--- config.mk ---
export PLATFORM = sky130hd
export DESIGN_NAME = blink_pwm
export DESIGN_NICKNAME = d
export VERILOG_FILES = /design/src/rtl/blink_pwm.sv
export SDC_FILE = /design/constraint.sdc
export NUM_CORES = 1
export LEC_CHECK = 0
export ABC_AREA = 1
export BUFFER_PORTS_ARGS = -buffer_cell sky130_fd_sc_hd__buf_4
export CORE_MARGIN = 2
export CORE_UTILIZATION = 30
export DETAILED_ROUTE_END_ITERATION = 10
export MAX_ROUTING_LAYER = met4
export PLACE_DENSITY = 0.46
export SYNTH_ARGS = -nofsm -noshare
export SYNTH_HDL_FRONTEND = slang
export SYNTH_SLANG_ARGS = --single-unit
--- constraint.sdc ---
create_clock -name clk -period 3.45 [get_ports clk]
set_clock_uncertainty 0.15 [all_clocks]
set_input_delay 0.1725 -clock clk [delete_from_list [all_inputs] [get_ports clk]]
set_output_delay 0.1725 -clock clk [all_outputs]
set_load 0.01 [all_outputs]
--- src/rtl/blink_pwm.sv ---
module blink_pwm #(
  parameter int PRESC_W = 16,
  parameter int DUTY_W  = 8
) (
  input  logic               clk,
  input  logic               rst_n,
  input  logic               soft_rst,
  input  logic [1:0]         mode,
  input  logic               src_sel,
  input  logic               slow_tick,
  input  logic               presc_wr,
  input  logic [PRESC_W-1:0] presc_in,
  input  logic               duty_wr,
  input  logic [DUTY_W-1:0]  duty_in,
  input  logic               upd_req,
  output logic               upd_pending,
  output logic               led
);
  localparam logic [DUTY_W-1:0] CNT_LAST = '1;

  logic [PRESC_W-1:0] hold_presc, act_presc, pre_cnt;
  logic [DUTY_W-1:0]  hold_duty, act_duty, pwm_cnt;
  logic blinking, src_en, step, period_end;

  assign blinking   = (mode == 2'b01);
  assign src_en     = src_sel ? 1'b1 : slow_tick;
  assign step       = blinking && src_en && (pre_cnt == act_presc);
  assign period_end = step && (pwm_cnt == CNT_LAST);

  always_ff @(posedge clk or negedge rst_n) begin
    if (!rst_n) begin
      hold_presc <= '0;
      hold_duty  <= '0;
    end else begin
      if (presc_wr) hold_presc <= presc_in;
      if (duty_wr)  hold_duty  <= duty_in;
    end
  end

  always_ff @(posedge clk or negedge rst_n) begin
    if (!rst_n) begin
      act_presc   <= '0;
      act_duty    <= '0;
      upd_pending <= 1'b0;
    end else if (soft_rst) begin
      act_presc   <= '0;
      act_duty    <= '0;
      upd_pending <= 1'b0;
    end else if (!blinking) begin
      act_presc   <= hold_presc;
      act_duty    <= hold_duty;
      upd_pending <= 1'b0;
    end else begin
      if (upd_pending && period_end) begin
        act_presc <= hold_presc;
        act_duty  <= hold_duty;
      end
      if (upd_req)         upd_pending <= 1'b1;
      else if (period_end) upd_pending <= 1'b0;
    end
  end

  always_ff @(posedge clk or negedge rst_n) begin
    if (!rst_n) begin
      pre_cnt <= '0;
      pwm_cnt <= '0;
    end else if (soft_rst || !blinking) begin
      pre_cnt <= '0;
      pwm_cnt <= '0;
    end else if (src_en) begin
      if (pre_cnt == act_presc) begin
        pre_cnt <= '0;
        pwm_cnt <= pwm_cnt + 1'b1;
      end else begin
        pre_cnt <= pre_cnt + 1'b1;
      end
    end
  end

  assign led = mode[1] ? 1'b1 : (blinking && (pwm_cnt < act_duty));

  a_r1_hold_without_source: assert property (@(posedge clk) disable iff (!rst_n)
    (blinking && !src_sel && !slow_tick && !soft_rst) |=> ($stable(pre_cnt) && $stable(pwm_cnt)));

  a_r2_prescale_bound: assert property (@(posedge clk) disable iff (!rst_n)
    pre_cnt <= act_presc);

  a_r4_shadow_stable: assert property (@(posedge clk) disable iff (!rst_n)
    (blinking && !soft_rst && !(upd_pending && period_end)) |=> ($stable(act_duty) && $stable(act_presc)));

  a_r5_pending_clears: assert property (@(posedge clk) disable iff (!rst_n)
    (blinking && upd_pending && period_end && !upd_req && !soft_rst) |=> !upd_pending);

  a_r8_soft_reset: assert property (@(posedge clk) disable iff (!rst_n)
    soft_rst |=> (!upd_pending && pwm_cnt == '0 && pre_cnt == '0 && act_duty == '0));

  a_r9_no_pending_outside: assert property (@(posedge clk) disable iff (!rst_n)
    (!blinking) |=> (!upd_pending || blinking));
endmodule

After elaboration in Yosys (flattened, before gate mapping) --
Cells that the tools add are included.
Storage, ports and cells: register bits after elaboration 73, input bits 34, output and inout bits 2, word-level logic and storage cells 43
Operators by class: $add $sub $neg 2, $lt $le $gt $ge 1, equal/unequal tests 5, mux-type cells 18, reduce and logical (&&, ||, !) cells 10
Operator list (number):
- $mux 16 | 6
- $mux 8 | 6
- $add 16x1->16 const B | 1
- $eq 16x16->1 | 1
- $add 8x1->8 const B | 1
- $eq 8x8->1 const B | 1
- $lt 8x8->1 | 1
- $mux 1 | 6
- $logic_and 1x1->1 | 5
- $ne 4x3->1 const B | 1
- $reduce_bool 2->1 | 2
- $ne 3x2->1 const B | 1
- $eq 2x1->1 const B | 1
- $reduce_and 2->1 | 1
- $logic_not 1->1 | 1
- $logic_or 1x1->1 | 1

Depth between registers and ports, before layout --
Gate-level depths: netlist of run 1.
depth after elaboration 8, depth in mapped cells 12, mapped depth without buffers 11

Worst setup path after synthesis of run 1 --
No wires, ideal clock.
kind reg2reg, start reg pwm_cnt[0], end reg act_duty[7], setup time 0.116 ns, arrival 1.457 ns, data required time 3.184 ns, slack 1.726 ns, stages on the path, launching flop included 10, path buffers 1, clock period less this slack 1.724 ns, path through dfrtp_1 -> ha_1 -> nand2_1 -> nor2_2 -> nand3_1 -> nor2_2 -> nand4_4 -> clkbuf_8 -> nand3_1 -> nand2_1
Between the ends: word-level cells in the longest chain between the ends 4
RTL lines:
- from (decl) | RTL line 22 | logic [DUTY_W-1:0] hold_duty, act_duty, pwm_cnt;
- from (signal assigned) | RTL line 73 | pwm_cnt <= pwm_cnt + 1'b1;
- $eq 8x8->1 | RTL line 28 | assign period_end = step && (pwm_cnt == CNT_LAST);
- $logic_and 1x1->1 | RTL line 28
- $logic_and 1x1->1 | RTL line 54 | if (upd_pending && period_end) begin
- $ne 3x2->1 (no line)
- to (signal assigned) | RTL line 51 | act_duty <= hold_duty;
- to (signal assigned) | RTL line 56 | act_duty <= hold_duty;
- to (decl) | RTL line 22
Every way passes these cells. A chain may end at the register's enable or synchronous reset.

Worst setup path in the final report of run 1 --
start reg pwm_cnt[0], end reg act_presc[11]
Between the ends: word-level cells in the longest chain between the ends 4
RTL lines:
- $eq 8x8->1 | RTL line 28
- $logic_and 1x1->1 | RTL line 28
- $logic_and 1x1->1 | RTL line 54
- $ne 3x2->1 (no line)
- to (signal assigned) | RTL line 50 | act_presc <= hold_presc;
- to (signal assigned) | RTL line 55 | act_presc <= hold_presc;
- to (decl) | RTL line 21 | logic [PRESC_W-1:0] hold_presc, act_presc, pre_cnt;
Every way passes these cells.

==> results of run 1 <==
per-stage QoR:
| stage | area [um2] | power (mW) | std cells | hold WS [ns] | util, % |
|---|---|---|---|---|---|
| after floorplan | 3950 | 1.07 | 516 | -0.273 | - |
| after global placement | 4290 | 1.15 | 706 | 0.225 | 33.7 |
| after detailed placement | 4290 | 1.15 | 706 | 0.235 | 33.7 |
| after CTS | 4920 | 2.10 | 755 | 0.000335 | 38.6 |
| after global routing | 4920 | 2.18 | 755 | 0.00323 | 38.6 |
| final | 4920 | 2.07 | 755 | -0.00116 | 38.6 |
layer usage:
metal,part of all wire [%],track usage (%),vias up
met5,0,-,-
met4,1.6,4.84,0
met3,3.3,2.94,9
met2,45,22.9,45
met1,50,19.2,1531
li1,-,-,1731
kinds of logic (layout without fill, tap and decap cells):
logic type	Yosys count	count (layout)	share of synthesized area, %
DFF	73	73	46.3
AOI/OAI and AO/OA	49	49	6.37
adders and majority gates	9	9	2.85
xor gates and xnor gates	16	16	3.55
buffers and inverters	85	152	10.0
and+or+nand+nor	284	284	30.9
flip-flops by register name, indices dropped and copies added, names as in the netlist:
register and cells:
act_presc 16, hold_presc 16, pre_cnt 16, act_duty 8, hold_duty 8, pwm_cnt 8, upd_pending 1
worst paths after layout:
path	slack, ns	endpoint	startpoint
worst max-delay path	1.16	act_presc[11]	pwm_cnt[0]
worst min-delay path	-0.001	hold_duty[6]	duty_wr
worst max register to register	1.16	act_presc[11]	pwm_cnt[0]
worst min register to register	0.37	act_duty[1]	act_duty[1]
max in group asynchronous	2.14	pwm_cnt[1]	rst_n
min in group asynchronous	0.41	hold_presc[11]	rst_n
area by class of cell:
class / instances / area [um2]
Fill cell: 1406 / 7810
Sequential cell: 73 / 1830
Multi-Input combinational cell: 358 / 1730
Timing Repair Buffer: 70 / 608
Clock buffer: 12 / 267
Inverter: 66 / 248
Tap cell: 172 / 215
Clock inverter: 4 / 26.3
worst max-delay path: stages (launching register included):
cell	delay, ns
dfrtp_1	0.43
ha_1	0.20
nand2_1	0.08
nor2_2	0.17
nand3_1	0.12
nor2_2	0.18
nand4_4	0.37
nand2_4	0.37
nand2_1	0.10
nand2_1	0.06
layout by cell type, fill, tap and decap left out, types with 2 or more instances in the layout:
master and count:
clkbuf_8 3, nor2_4 2, xor2_1 15, nand4_1 8, ha_1 9, a21oi_1 15, nand2_4 2, nor3b_1 2
inv_1 65, clkbuf_16 9, nand3_1 44, nand2_2 2, nor2_2 3, clkinv_2 2, nor3_1 4, nor2_1 53
nand3b_1 2, dlygate4sd3_1 33, o21ai_0 31, nand2_1 161, dfrtp_1 73, buf_4 37
power groups by stage:
stage / registers (mW) / clock network (mW) / logic [mW]
final: 0.933 / 0.906 / 0.232
after global routing: 0.939 / 0.971 / 0.269
after CTS: 0.933 / 0.927 / 0.237
after detailed placement: 0.949 / 0 / 0.202
after global placement: 0.948 / 0 / 0.199
after floorplan: 0.939 / 0 / 0.129
what timing repair did:
item                      4_1_cts  5_1_grt
hold buffers                   33        0
hold endpoints to repair       98        0
gates resized for setup         0        0
==> flow_summary.yaml, run 1 <==
timing:
  whs_ns: -0.00116
  layout_setup_ws_ns: 1.16
  setup_viol: 0
  finalCritPeriodShare_pct: 66.4
  finalSetupTns_ns: 0
  period_minus_slack_ns: 2.29
  max_slew_margin_pct: 36.9
  maxSlewViolCount: 0
  rsz0062_at_grt: "no"
  clock.fmax_mhz: 436
  hold_viol_final: 1
  worstMarginPinSlew_ns: 0.946
job:
  maxCapViolCount: 0
yosys:
  synth_most_common_cell: "nand2_1"
  yosys.area.top_type_share_pct: 46.3
  ys_types: 29
  yosys-top-cells-count: "161 x nand2_1, 73 x dfrtp_1, 65 x inv_1"
  synthFlopType: "dfrtp_1"
  ys_warn_count: 0
  yosys-top-cells-area: "dfrtp_1 46%, nand2_1 15%, inv_1 6.2%"
  ys_ff_latch: 73
  syn_area_mm2: 0.00395
  syn-num-nets: 559
  syn_area_per_cell_um2: 7.65
  synth_top_cell_by_area: "dfrtp_1"
  seq_area_frac_synth_pct: 46.3
  synth_edf_count: 0
  synthArstFlopShare_pct: 100
  syn_inst: 516
route:
  drt-pass1-iter-count: 4
  via_per_inst: 4.39
  routed_wl_um: 9200
  routed-via-count: 3316
  antenna_left: 0
  drtIter0Drc: 120
  drc: 0
  routedWlPerCell_um: 12.2
power:
  seqPwrFrac_pct: 45.1
  ir_drop_uv: 189
  p_leak_nw: 2.44
  pwr-share-comb_pct: 11.2
  power.share.switching_pct: 25.0
  clockPowerShare_pct: 43.8
  intPower_mw: 1.55
  switching_power_uw: 518
  p_per_area_mw_per_mm2: 421
setup_path:
  crit_fanout: 25
  cp-end-kind: "register"
  cp.arrival_ns: 2.41
  required_ns: 3.57
  cp-start-kind: "register"
  rr_worst_depth: 9
  worstSetupPathType: "reg -> reg"
clock_network:
  cts_sinks: 73
  htree_levels: 3
  cts_root_buf: "clkbuf_16"
  cts_setup_buffers: 0
  cts_tree: "done"
  cts.clk_slew.worst_paths_ns: 0.06
  clockBufferDepth: 2
  clock_latency_ns: 0.33
  cts_made_buffers: 9
place:
  numPortBuffers: 35
  gp_congestion: 0.772
  dpl.hpwl_um: 6280
  pre_cts_slack_ns: 1.15
floorplanning:
  die_h_um: 119
  ios: 36
  rows: 41
  fp.coreArea_mm2: 0.0127
  design.die.area_mm2: 0.0141
  start_util_pct: 31.0
  fp.dieW_um: 119
min_path:
  min_path_cells: 2
  hold_class: "in -> reg"
cells_and_area:
  diodes: 0
  syn_to_final_growth_pct: 24.5
  fin_nets: 621
  drive_gt1_share_pct: 11.0
global_route:
  grt_pass1_vias: 3359
  grt_usage_pct: 14.7
  grt_max_degree: 74
  grt_pass1_wl_um: 15900
  antenna_found_initial: 0
  grt-ovfl-total: 0
outcome:
  violations: "negative hold slack"
  status: "finished with violations"
Power figures use the tool's default switching activity.
==> inputs of run 2 (changes only) <==
Clock period 3.45 ns to 2.2 ns, I/O delays scaled along.
==> run 2 against run 1 <==
The flow now finishes without violations; combinational power increased by 64%; largest power group is now clock; critical path depth decreased by 1; critical path type unchanged; via count increased by 0.84%; setup slack got worse by 0.99 ns; total power increased by 64%; sequential cell count unchanged; largest cell class unchanged; count of clock-buffer cells in the layout decreased by 1; highest routed layer unchanged.
==> flow_summary.yaml, run 2 (same netlist as run 1, synthesis figures left out) <==
outcome:
  status: "finished clean"
route:
  drc: 0
  routed-via-count: 3344
  drtIter0Drc: 139
  via_per_inst: 4.33
  antenna_left: 0
  routed_wl_um: 9270
  drt-pass1-iter-count: 4
  routedWlPerCell_um: 12.0
global_route:
  grt-ovfl-total: 0
  top_usage_layer: "met2"
  grt_max_degree: 39
  grt_pass1_vias: 3342
  grt_pass1_wl_um: 16100
  antenna_found_initial: 0
  use_met2_pct: 21.5
  grt_usage_pct: 14.6
  use_met3_pct: 2.17
  grt_util_met1_pct: 19.9
floorplanning:
  rows: 41
  ios: 36
  die_h_um: 119
  design.die.area_mm2: 0.0141
  start_util_pct: 31.0
  fp.coreArea_mm2: 0.0127
  fp.dieW_um: 119
cells_and_area:
  reg_top3: "act_presc x16, hold_presc x16, pre_cnt x16"
  stdcell_area_mm2: 0.00511
  layout_common_cells: "161 x nand2_1, 73 x dfrtp_1, 65 x inv_1"
  instances_no_fill: 772
  num-fill-cells: 1358
  drive_gt1_share_pct: 11.7
  diodes: 0
  layout_commonest_cell: "nand2_1"
  syn_to_final_growth_pct: 29.5
  fin_nets: 638
timing:
  max_slew_margin_pct: 62.8
  finalSetupTns_ns: 0
  period_minus_slack_ns: 2.03
  hold_viol_final: 0
  maxSlewViolCount: 0
  setup_viol: 0
  rsz0062_at_grt: "no"
  finalCritPeriodShare_pct: 92.3
  clock.fmax_mhz: 492
  worstMarginPinSlew_ns: 0.553
power:
  p_per_area_mw_per_mm2: 664
  p_leak_nw: 2.52
  ir_drop_uv: 299
setup_path:
  worstSetupPathType: "reg -> reg"
  cp-start-kind: "register"
  cp-end-kind: "register"
  rr_worst_depth: 8
  required_ns: 2.25
  cp.arrival_ns: 2.08
  reg2reg_slack_ns: 0.17
  crit_fanout: 5
place:
  numPortBuffers: 35
  dpl.hpwl_um: 6580
  place_area_mm2: 0.00436
  dpl.cell_count: 713
  gp_congestion: 0.853
min_path:
  min_path_cells: 3
  hold_class: "in -> reg"
clock_network:
  clockBufferDepth: 2
  cts_sinks: 73
  cts_made_buffers: 9
  htree_levels: 3
  cts.clk_slew.worst_paths_ns: 0.06
  cts_tree: "done"
  cts_root_buf: "clkbuf_16"
  clock_latency_ns: 0.33
job:
  maxCapViolCount: 0
-- run 2: cell types whose count changed in the layout (fill, tap and decap cells not counted), sizes merged --
cell,delta
dlygate4sd3,+9
buf,+8
bufinv,+2
clkinv,-2
clkbuf,-1
clkinvlp,+1
-- run 2: power by group --
| part | leakage (nW) | internal [mW] | switching [mW] | total, mW |
|---|---|---|---|---|
| Sequential | 0.954 | 1.42 | 0.0427 | 1.46 |
| Combinational | 1.42 | 0.178 | 0.204 | 0.381 |
| Clock | 0.146 | 0.991 | 0.558 | 1.55 |
-- run 2: repair_timing --
action	4_1_cts	5_1_grt
gates resized for setup	0	2
hold buffers	42	0
endpoints found under the setup margin	0	24
setup buffers	0	1
endpoints found under the hold margin	60	0
-- run 2: stage by stage --
step	util (%)	total power, mW	setup slack, ns	hold slack, ns
after CTS	40.0	3.44	0.0775	0.00941
after global routing	40.2	3.57	0.0569	0.0310
after floorplan	-	1.67	0.476	-0.336
final	40.2	3.39	0.169	0.0122
after global placement	34.3	1.80	0.138	-0.0278
after detailed placement	34.3	1.81	0.0854	-0.0287
-- run 2: cell type report --
| type | instances | area (um2) | area share, % |
|---|---|---|---|
| Multi-Input combinational cell | 358 | 1730 | 33.9 |
| Clock buffer | 11 | 233 | 4.55 |
| Clock inverter | 5 | 80.1 | 1.57 |
| Tap cell | 172 | 215 | 4.21 |
| Timing Repair Buffer | 87 | 774 | 15.2 |
| Inverter | 66 | 248 | 4.85 |
| Sequential cell | 73 | 1830 | 35.7 |
-- run 2: routing by layer --
layer,vias up,routed length (um)
met5,-,0
li1,1765,-
met1,1502,4800
met4,0,252
met3,20,257
met2,57,3960
-- run 2: worst max-delay path, stage by stage (launching register included) --
cell and delay [ns]:
dfrtp_1 0.42, ha_1 0.27, nand3_1 0.12, nor3_1 0.45, nand3_1 0.14, nand2_1 0.09
nand2_1 0.07, nand4_1 0.11, o21ai_0 0.10
-- run 2: worst paths after layout --
path,to,start
max in group asynchronous,pwm_cnt[6],rst_n
max reg2reg,pre_cnt[14],pre_cnt[1]
min reg2reg,act_duty[5],act_duty[5]
min,hold_presc[5],presc_wr
min in group asynchronous,hold_presc[14],rst_n
max,pre_cnt[14],pre_cnt[1]
